### src/rtl/rxsq_pkg.sv
package rxsq_pkg;
  // bit positions inside the control register
  localparam int unsigned RXCLK_INV_BIT = 2;
  localparam int unsigned TXEDGE_INV_BIT = 3;
  localparam int unsigned REF_PICK_BIT = 5;
  // bit position inside the alarm register
  localparam int unsigned SQ_DISABLE_BIT = 7;
endpackage

### src/rtl/rxsq_sync.sv
module rxsq_sync #(
  parameter int unsigned STAGES = 2,
  parameter logic RESET_VAL = 1'b1
) (
  input  logic clk,
  input  logic rst,
  input  logic d,
  output logic q
);
  logic [STAGES-1:0] chain;

  generate
    for (genvar i = 0; i < STAGES; i++) begin : g_stage
      if (i == 0) begin : g_first
        always_ff @(posedge clk) begin
          if (rst) chain[0] <= RESET_VAL;
          else     chain[0] <= d;
        end
      end else begin : g_next
        always_ff @(posedge clk) begin
          if (rst) chain[i] <= RESET_VAL;
          else     chain[i] <= chain[i-1];
        end
      end
    end
  endgenerate

  assign q = chain[STAGES-1];
endmodule

### src/rtl/rxsq_cfg.sv
module rxsq_cfg #(
  parameter int unsigned AW = 4,
  parameter int unsigned DW = 8,
  parameter int unsigned CTRL_ADDR = 0,
  parameter int unsigned ALARM_ADDR = 10
) (
  input  logic          clk,
  input  logic          rst,
  input  logic          wr_en,
  input  logic [AW-1:0] wr_addr,
  input  logic [DW-1:0] wr_data,
  output logic [DW-1:0] ctrl_q,
  output logic [DW-1:0] alarm_q
);
  localparam logic [AW-1:0] CTRL_A  = AW'(CTRL_ADDR);
  localparam logic [AW-1:0] ALARM_A = AW'(ALARM_ADDR);

  always_ff @(posedge clk) begin
    if (rst) begin
      ctrl_q  <= '0;
      alarm_q <= '0;
    end else if (wr_en) begin
      if (wr_addr == CTRL_A)  ctrl_q  <= wr_data;
      if (wr_addr == ALARM_A) alarm_q <= wr_data;
    end
  end
endmodule

### src/rtl/rxsq_out.sv
module rxsq_out #(
  parameter int unsigned DW = 8
) (
  input  logic          clk,
  input  logic          rst,
  input  logic          byte_en,
  input  logic [DW-1:0] byte_in,
  input  logic          squelch,
  input  logic          src_in,
  input  logic          inv_req,
  input  logic          rise_req,
  output logic [DW-1:0] out_data,
  output logic          out_valid,
  output logic          clk_sel_ref,
  output logic          ref_src,
  output logic          out_clk_invert,
  output logic          tx_sample_rising
);
  always_ff @(posedge clk) begin
    if (rst) begin
      out_data         <= '0;
      out_valid        <= 1'b0;
      clk_sel_ref      <= 1'b1;
      ref_src          <= 1'b0;
      out_clk_invert   <= 1'b0;
      tx_sample_rising <= 1'b0;
    end else begin
      out_valid        <= byte_en;
      out_clk_invert   <= inv_req;
      tx_sample_rising <= rise_req;
      // data and clock source switch together on a byte boundary
      if (byte_en) begin
        out_data    <= squelch ? '0 : byte_in;
        clk_sel_ref <= squelch;
        ref_src     <= src_in;
      end
    end
  end
endmodule

### src/rtl/rxout_squelch.sv
module rxout_squelch #(
  parameter int unsigned DW = 8,
  parameter int unsigned AW = 4,
  parameter int unsigned SYNC_STAGES = 2,
  parameter int unsigned CTRL_ADDR = 0,
  parameter int unsigned ALARM_ADDR = 10
) (
  input  logic          clk,
  input  logic          rst,
  input  logic          rcv_en,
  input  logic [DW-1:0] rcv_data,
  input  logic          sig_lost,
  input  logic          pll_locked,
  input  logic          sw_mode,
  input  logic          hw_ref_sel,
  input  logic          wr_en,
  input  logic [AW-1:0] wr_addr,
  input  logic [DW-1:0] wr_data,
  output logic [DW-1:0] out_data,
  output logic          out_valid,
  output logic          clk_sel_ref,
  output logic          ref_src,
  output logic          out_clk_invert,
  output logic          tx_sample_rising
);
  import rxsq_pkg::*;

  logic          alarm_raw, alarm_s, sq_allowed, squelch, src_pick, inv_req, rise_req;
  logic [DW-1:0] ctrl_q, alarm_q;

  assign alarm_raw = sig_lost | ~pll_locked;

  rxsq_sync #(.STAGES(SYNC_STAGES), .RESET_VAL(1'b1)) u_sync (
    .clk(clk), .rst(rst), .d(alarm_raw), .q(alarm_s)
  );

  rxsq_cfg #(.AW(AW), .DW(DW), .CTRL_ADDR(CTRL_ADDR), .ALARM_ADDR(ALARM_ADDR)) u_cfg (
    .clk(clk), .rst(rst), .wr_en(wr_en), .wr_addr(wr_addr), .wr_data(wr_data),
    .ctrl_q(ctrl_q), .alarm_q(alarm_q)
  );

  // pin control keeps squelch always on; register control may disable it
  assign sq_allowed = ~sw_mode | ~alarm_q[SQ_DISABLE_BIT];
  assign squelch    = alarm_s & sq_allowed;
  assign src_pick   = sw_mode ? ctrl_q[REF_PICK_BIT] : hw_ref_sel;
  assign inv_req    = sw_mode & ctrl_q[RXCLK_INV_BIT];
  assign rise_req   = sw_mode & ctrl_q[TXEDGE_INV_BIT];

  rxsq_out #(.DW(DW)) u_out (
    .clk(clk), .rst(rst), .byte_en(rcv_en), .byte_in(rcv_data),
    .squelch(squelch), .src_in(src_pick), .inv_req(inv_req), .rise_req(rise_req),
    .out_data(out_data), .out_valid(out_valid), .clk_sel_ref(clk_sel_ref),
    .ref_src(ref_src), .out_clk_invert(out_clk_invert),
    .tx_sample_rising(tx_sample_rising)
  );
endmodule

### config.mk
export PLATFORM = sky130hd
export DESIGN_NAME = rxout_squelch
export DESIGN_NICKNAME = d
export VERILOG_FILES = /design/src/rtl/rxsq_pkg.sv /design/src/rtl/rxsq_sync.sv /design/src/rtl/rxsq_cfg.sv /design/src/rtl/rxsq_out.sv /design/src/rtl/rxout_squelch.sv
export SDC_FILE = /design/constraint.sdc
export NUM_CORES = 1
export LEC_CHECK = 0
export ABC_CLOCK_PERIOD_IN_PS = 1650
export BUFFER_PORTS_ARGS = -buffer_cell sky130_fd_sc_hd__buf_2
export CORE_MARGIN = 8
export CORE_UTILIZATION = 44
export DETAILED_ROUTE_END_ITERATION = 10
export PLACE_DENSITY_LB_ADDON = 0.12
export SYNTH_ARGS = -nofsm -noshare
export SYNTH_HDL_FRONTEND = slang
export SYNTH_SLANG_ARGS = --single-unit
### constraint.sdc
create_clock -name clk -period 1.65 [get_ports clk]
set_input_delay 0.165 -clock clk [delete_from_list [all_inputs] [get_ports clk]]
set_output_delay 0.165 -clock clk [all_outputs]
set_load 0.05 [all_outputs]
# Word level (Yosys, flattened, before mapping)

Cells that the tools add are included.

Flip-flop bits (word level): 29
Bits in latches: 0
Bits in writable memories: 0
ROM bits: 0
Bits of input ports: 28
Memories kept: 0

Add/subtract/negate cells: 0
Multipliers: 0
Divide/modulo/power cells: 0
$lt $le $gt $ge: 0
Equal/unequal tests: 1
Shift operators: 0
Mux-type cells: 2
Bitwise logic cells: 8
Reduce and logical (&&, ||, !) cells: 3

Operators with widths:

| cell               | count |
|---|---|
| $mux 8             | 1 |
| $eq 4x4->1 const B | 1 |
| $logic_not 4->1    | 1 |
| $reduce_and 2->1   | 2 |
| $and 1x1->1        | 3 |
| $not 1->1          | 3 |
| $or 1x1->1         | 2 |
| $mux 1             | 1 |

# Logic depth before layout (Yosys ltp)

Gate-level depths: netlist of run 1.

Depth after elaboration: 4
Gate-level depth with buffers: 4

# Modules after synthesis

Synthesis of run 1 repeated with hierarchy kept, for this count alone.

Cells, all modules: 122
Area, all modules: 1292.5 um^2

Modules (own cells, without submodules):

| module        | times used | cells each | area each (um^2) |
|---|---|---|---|
| rxsq_cfg      | 1          | 66         | 690.7 |
| rxsq_out      | 1          | 47         | 505.5 |
| rxsq_sync     | 1          | 4          | 52.6 |
| rxout_squelch | 1          | 5          | 43.8 |

# Worst setup path after synthesis of run 1

OpenSTA, ideal clock, no wires.

Path type: reg-to-reg
From: register u_out.clk_sel_ref (netlist name)
To: register u_out.clk_sel_ref
Library setup time: 120 ps
Arrival: 898 ps
Setup slack: 633 ps
Cell stages (with the launch flop): 3
Clock period less this slack: 1017 ps
Path through: dfxtp_1 nor2b_1 a211o_1

RTL lines:

| element              | line           | RTL |
|---|---|---|
| to (signal assigned) | rxsq_out.sv:34 | `clk_sel_ref <= squelch;` |
| to (decl)            | rxsq_out.sv:14 | `output logic clk_sel_ref,` |

# Worst setup path in the final report of run 1

From: register u_out.out_data[2]
To: output port out_data[2]

RTL lines:

| element                | line                | RTL |
|---|---|---|
| from (decl)            | rxsq_out.sv:12      | `output logic [DW-1:0] out_data,` |
| from (signal assigned) | rxsq_out.sv:33      | `out_data <= squelch ? '0 : byte_in;` |
| to (decl)              | rxout_squelch.sv:19 | `output logic [DW-1:0] out_data,` |

No word-level cell between the ends.

==> impl_metrics.py, run 1 <==
metrics = {
    "power": {
        "vdd_ir_drop_max_mv": 0.826,
        "power_frac_clock": 0.288,
        "p_leak_nw": 0.446,
        "comb_power_share": 0.115,
        "swShare": 0.242,
        "p_int_uw": 598,
        "power_density_mw_per_mm2": 877,
        "seqPwrFrac": 0.597,
        "p_switching_uw": 191,
    },
    "sta": {
        "fin_skew_ns": 0.00998,
        "fin_setup_tns_ns": 0,
        "setup_viol": 0,
        "rsz0062_at_grt": "false",
        "worstMarginPinSlew_ns": 0.492,
        "maxSlewHeadroom": 0.671,
        "slew_viol_final": 0,
        "final-hold-violation-count": 0,
        "hold_ws_ns": 0.0743,
        "post-route-min-period_ns": 1.08,
        "finalCritPeriodShare": 0.656,
        "fmax_ghz": 0.924,
    },
    "critical_path": {
        "r2r_start": "u_cfg.alarm_q[7]$_SDFFE_PP0P_",
        "r2r_end": "u_out.out_data[0]$_SDFFE_PP0P_",
        "worstPathRequired_ns": 1.48,
        "cp-start-kind": "flop",
        "cp_slowest_cell": "dfxtp_1",
        "crit_path_max_fanout": 2,
        "critPathTopFamily": "flip-flops",
        "crit_cells": 1,
        "cp-startpoint": "u_out.out_data[2]$_SDFFE_PP0P_",
        "r2r_cells": 3,
        "cp-end-kind": "primary output",
        "crit_chain": "buf_2",
        "endpoint": "out_data[2]",
        "worst-setup-path-type": "flop to primary output",
        "crit_buf_inv": 1,
        "critPathMaxStageDelay_ns": 0.35,
        "ff2ff_setup_slack_ns": 0.69,
        "cp.arrival_ns": 0.92,
    },
    "floorplanning": {
        "num_io_pins": 41,
        "initial_utilization": 0.464,
        "core_area_mm2": 0.00149,
        "die_w_um": 55.6,
        "dieArea_mm2": 0.00309,
        "fp-row-count": 14,
        "die_h_um": 55.6,
    },
    "cells_and_area": {
        "areaGrowthSynthToFinish_pct": 30.3,
        "nets": 125,
        "fin_cells": 112,
        "final_cell_mix": "36 x buf_2, 19 x dfxtp_1, 8 x a22o_1, 8 x nand2b_1, 5 x mux2i_1",
        "drive_above_1_share": 0.458,
        "antenna_cells": 0,
        "n_fill_cell": 131,
        "layout_commonest_cell": "buf_2",
    },
    "global_routing": {
        "antenna_found_initial": 0,
        "grt_pass1_wl_um": 2560,
        "grt_max_degree": 17,
        "grt_pass1_vias": 583,
        "overflow": 0,
        "grt_usage": 0.0989,
    },
    "placement": {
        "portBuffers": 36,
        "gp_congestion": 0.566,
        "place_inst": 108,
        "dp_hpwl_um": 1090,
    },
    "clocking": {
        "clock_latency_ns": 0.29,
        "postCtsSetupRepairBufs": 0,
        "htree_levels": 1,
        "cts-resized-gates": 0,
        "cts_buffer_depth": 2,
        "cts_buffers": 3,
        "clkSinkCount": 19,
        "root_buffer": "clkbuf_4",
        "cts_tree": "yes",
        "cts_hold_buf": 0,
        "path_clk_slew_ns": 0.11,
    },
    "worst_hold_path": {
        "hp-start": "sig_lost",
        "min_path_type": "input port to flop",
    },
    "logic_synthesis": {
        "synth_compound_area_frac": 0.141,
        "synth_xor_area_frac": 0,
        "synthCells": 59,
        "synth_fa_ha_area_frac": 0,
        "yosys_register_bits": 19,
        "synthDistinctLibCells": 17,
        "synth-warning-count": 0,
        "syn_area_per_cell_um2": 11.7,
        "synthesis.area_um2": 691,
        "synthMuxAreaShare": 0.0725,
        "synth_top_family_by_area": "simple AND/OR/NAND/NOR gates",
        "syn-num-nets": 87,
        "ys_seq_area_frac": 0.551,
        "yosys.area_share.simple": 0.208,
    },
    "route": {
        "vias_per_cell": 4.88,
        "drc": 0,
        "routed-via-count": 546,
        "firstDrtPassIters": 2,
        "ant_nets": 0,
        "wl_per_cell_um": 12.9,
        "drt_iter0_markers": 8,
        "drt-total-wl_um": 1450,
    },
    "status": {
        "status": "complete, no violations",
    },
    "job": {
        "cap_violations": 0,
    },
}
layer usage:
metal	share of wire	wire, um	global-route usage
met1	0.47	687	0.110
met2	0.42	615	0.152
met3	0.090	131	0.0662
met4	0.0090	13	0.0211
met5	0	0	0
worst min-delay path by stage:
stage,end,cells past startpoint
finish,u_sync.chain[0]$_SDFF_PP1_,2
global placement,u_sync.chain[0]$_SDFF_PP1_,2
CTS,u_out.out_data[1]$_SDFFE_PP0P_,2
floorplan,u_out.out_valid$_SDFF_PP0_,1
detailed placement,u_sync.chain[0]$_SDFF_PP1_,2
global route,u_out.out_data[2]$_SDFFE_PP0P_,2
metrics by stage:
stage               power (mW)  worst slack, ns  cell area [um^2]   util
floorplan                0.532            0.633               691      -
global placement         0.571            0.600               872  0.586
detailed placement       0.573            0.585               872  0.586
CTS                      0.802            0.554               900  0.604
global route             0.836            0.500               900  0.604
finish                   0.789            0.568               900  0.604
state kept, by name, indices dropped and copies added (netlist names):
name,count
u_out.out_clk_invert,1
u_out.out_valid,1
u_out.clk_sel_ref,1
u_sync.chain,1
u_sync.q,1
u_cfg.alarm_q,1
u_out.ref_src,1
u_cfg.ctrl_q,3
u_out.out_data,8
u_out.tx_sample_rising,1
layout make-up:
| class | count | area (um^2) | area share |
|---|---|---|---|
| clock buffer | 3 | 22.5 | 0.0250 |
| multi-input combinational | 37 | 292 | 0.324 |
| clock inverter | 1 | 5.00 | 0.00556 |
| sequential | 19 | 380 | 0.423 |
| tap | 16 | 20.0 | 0.0223 |
| timing repair buffer | 36 | 180 | 0.200 |
Yosys cell counts:
cell,instances,area share
nor2_1,4,0.022
a22o_1,8,0.10
a211oi_1,1,0.011
and3b_1,2,0.025
buf_6,1,0.016
nand4_1,1,0.0091
a21boi_2,1,0.016
and3_1,1,0.0091
dfxtp_1,19,0.55
or3b_1,1,0.013
nand2b_1,8,0.072
nor2b_4,2,0.040
or2_2,1,0.0091
nor2b_1,1,0.0091
mux2i_1,5,0.072
clkbuf_1,2,0.011
a211o_1,1,0.013
kinds of logic after synthesis:
family | Yosys count
muxes | 5
DFF | 19
buffers and inverters | 3
and+or+nand+nor | 21
AOI/OAI and AO/OA | 11
power groups by stage:
stage	Clock [mW]	Sequential [mW]	Combinational [mW]
2_1_floorplan	0	0.504	0.0282
3_3_place_gp	0	0.481	0.0897
3_5_place_dp	0	0.481	0.0914
4_1_cts	0.238	0.471	0.0925
5_1_grt	0.264	0.472	0.0994
6_report	0.227	0.471	0.0910
No activity file was read; power rests on OpenSTA's default activity.
==> run 2: changes to the inputs <==
ABC_AREA = 1   (was default)
ABC_CLOCK_PERIOD_IN_PS = 970   (was 1650)
CORE_UTILIZATION = 38   (was 44)
clock period = 0.97 ns   (was 1.65 ns; I/O delays follow)
==> run 2 against run 1 <==
Worst hold slack worse by 0.032 ns. Synthesized cell count is 63% higher. Flip-flop and latch count did not move. Via count increased by 36%. Critical path type unchanged. Highest routed layer unchanged. Critical path depth unchanged.
==> impl_metrics.py, run 2 <==
metrics = {
    "status": {
        "status": "complete, no violations",
    },
    "sta": {
        "slew_viol_final": 0,
        "post-route-min-period_ns": 0.906,
        "fin_ws_ns": 0.0641,
        "fin_setup_tns_ns": 0,
        "fmax_ghz": 1.10,
        "rsz0062_at_grt": "false",
        "final-hold-violation-count": 0,
        "fin_skew_ns": 0.00494,
        "hold_ws_ns": 0.0419,
        "worstMarginPinSlew_ns": 0.221,
        "maxSlewHeadroom": 0.853,
        "finalCritPeriodShare": 0.934,
        "setup_viol": 0,
    },
    "cells_and_area": {
        "antenna_cells": 0,
        "largest_reg_flops": 8,
        "layout_commonest_cell": "buf_2",
        "drive_above_1_share": 0.394,
        "top_regs": "u_out.out_data (8), u_cfg.ctrl_q (3)",
        "regMostFlops": "u_out.out_data",
        "postLayoutCoreUtil": 0.570,
        "final_cell_mix": "23 x buf_2, 19 x nand2_1, 15 x inv_1, 11 x a21oi_1, 11 x dfxtp_1",
        "areaGrowthSynthToFinish_pct": 46.2,
        "n_fill_cell": 198,
        "nets": 166,
    },
    "placement": {
        "portBuffers": 36,
        "post-place-ws_ns": 0.121,
        "gp_congestion": 0.681,
        "dp_hpwl_um": 1360,
    },
    "worst_hold_path": {
        "min_path_type": "input port to flop",
        "hp-start": "rcv_data[0]",
        "hold_end": "u_out.out_data[0]$_SDFFE_PP0P_",
        "hold-path-cell-count": 3,
    },
    "logic_synthesis": {
        "yosys.area.top_type_share": 0.518,
        "synthDistinctLibCells": 17,
        "synth-warning-count": 0,
        "ys_seq_area_frac": 0.518,
        "syn_area_per_cell_um2": 7.65,
        "synth_enable_flop_cells": 0,
        "synthCells": 96,
        "synth_area_leaders": "dfxtp_1 52%, nand2_1 9.7%, inv_1 7.7%",
        "ys_async_sr_fraction": 0,
        "syn-num-nets": 124,
        "yosysTopAreaCell": "dfxtp_1",
        "synthFlopType": "dfxtp_1",
        "yosys_register_bits": 19,
        "synth_common_cells": "19 x dfxtp_1, 19 x nand2_1, 15 x inv_1",
        "synthesis.area_um2": 734,
    },
    "global_routing": {
        "grt_max_degree": 15,
        "overflow": 0,
        "antenna_found_initial": 0,
        "grt_usage": 0.106,
        "grt_pass1_wl_um": 2860,
        "grt_pass1_vias": 699,
    },
    "power": {
        "p_int_mw": 1.06,
        "power_density_mw_per_mm2": 1360,
        "power_frac_clock": 0.265,
        "p_leak_nw": 0.508,
        "seqPwrFrac": 0.564,
        "comb_power_share": 0.171,
        "power.total_mw": 1.46,
        "swShare": 0.272,
        "p_switching_uw": 396,
        "vdd_ir_drop_max_mv": 0.693,
    },
    "floorplanning": {
        "core_area_mm2": 0.00188,
        "initial_utilization": 0.390,
        "dieArea_mm2": 0.00360,
        "fp-row-count": 16,
        "die_h_um": 60.0,
        "num_io_pins": 41,
        "die_w_um": 60.0,
    },
    "clocking": {
        "postCtsSetupRepairBufs": 0,
        "clock_latency_ns": 0.29,
        "root_buffer": "clkbuf_4",
        "htree_levels": 1,
        "path_clk_slew_ns": 0.11,
        "cts_tree": "yes",
        "cts_buffer_depth": 2,
        "clkSinkCount": 19,
        "cts_buffers": 3,
    },
    "critical_path": {
        "cp_slowest_cell": "dfxtp_1",
        "cp.arrival_ns": 0.81,
        "crit_path_max_fanout": 2,
        "critPathTopFamily": "flip-flops",
        "critPathMaxStageDelay_ns": 0.36,
        "cp-start-kind": "flop",
        "ff2ff_setup_slack_ns": 0.15,
        "r2r_start": "u_cfg.alarm_q[7]$_SDFFE_PP0P_",
        "worstPathRequired_ns": 0.87,
        "crit_buf_inv": 1,
        "r2r_end": "u_out.out_data[5]$_SDFFE_PP0P_",
        "r2r_cells": 4,
        "crit_chain": "buf_6",
        "cp-end-kind": "primary output",
        "worst-setup-path-type": "flop to primary output",
    },
    "route": {
        "wl_per_cell_um": 10.5,
        "ant_nets": 0,
        "drt_iter0_markers": 6,
        "drt-total-wl_um": 1710,
        "drc": 0,
        "vias_per_cell": 4.53,
        "firstDrtPassIters": 4,
        "routed-via-count": 743,
    },
    "job": {
        "cap_violations": 0,
    },
}
run 2: cell count changes after synthesis, sizes merged, moves of 8 or more:
cell	previous run	this run
inv	0	16
a22o	8	0
a21oi	0	11
nand2b	8	0
nand2	0	20
run 2: layout make-up:
class	count	area, um^2	share of cell area
Sequential cell	19	390	0.364
Multi-Input combinational cell	59	282	0.262
Timing Repair Buffer	39	280	0.261
Inverter	16	60.1	0.0559
Tap cell	27	33.8	0.0315
Clock buffer	3	22.5	0.0210
Clock inverter	1	5.00	0.00466
run 2: cells by family (layout without fill, tap and decap cells):
group                  after synthesis  in the layout  synth area share
and+or+nand+nor                     42             42             0.267
DFF                                 19             19             0.518
buffers and inverters               18             59            0.0988
AOI/OAI and AO/OA                   17             17             0.116
run 2: worst max-delay path by stage:
stage,start,to,slack (ns),cells after the start
after global routing,u_out.out_data[2]$_SDFFE_PP0P_,out_data[2],0.003,1
final,u_out.out_data[1]$_SDFFE_PP0P_,out_data[1],0.06,1
after detailed placement,rcv_en,u_out.clk_sel_ref$_SDFFE_PP1P_,0.12,4
after floorplan,u_out.out_data[0]$_SDFFE_PP0P_,u_out.out_data[0]$_SDFFE_PP0P_,0.06,2
after CTS,u_out.out_data[4]$_SDFFE_PP0P_,out_data[4],0.02,1
after global placement,rcv_en,u_out.clk_sel_ref$_SDFFE_PP1P_,0.15,4
run 2: timing repair:
item	in CTS	in global routing
gates resized for setup	13	18
endpoints found under the setup margin	13	10
hold buffers	2	1
endpoints found under the hold margin	1	1
run 2: stage by stage:
step / cell area (um^2) / std cells
floorplan: 734 / 96
global placement: 936 / 157
detailed placement: 936 / 157
CTS: 1020 / 163
global route: 1070 / 164
finish: 1070 / 164
run 2: layer usage:
metal / share of wire / up-vias / track usage / routed length, um
met1: 0.43 / 335 / 0.112 / 730
met2: 0.51 / 19 / 0.174 / 878
met5: 0 / - / 0 / 0
met3: 0.053 / 2 / 0.0473 / 90
li1: - / 387 / - / -
met4: 0.0082 / 0 / 0.0510 / 14
run 2: power groups by stage:
stage / combinational (mW) / clock [mW] / sequential (mW)
3_5_place_dp: 0.223 / 0 / 0.832
4_1_cts: 0.240 / 0.416 / 0.816
2_1_floorplan: 0.0712 / 0 / 0.899
5_1_grt: 0.271 / 0.469 / 0.824
6_report: 0.249 / 0.386 / 0.820
3_3_place_gp: 0.218 / 0 / 0.832
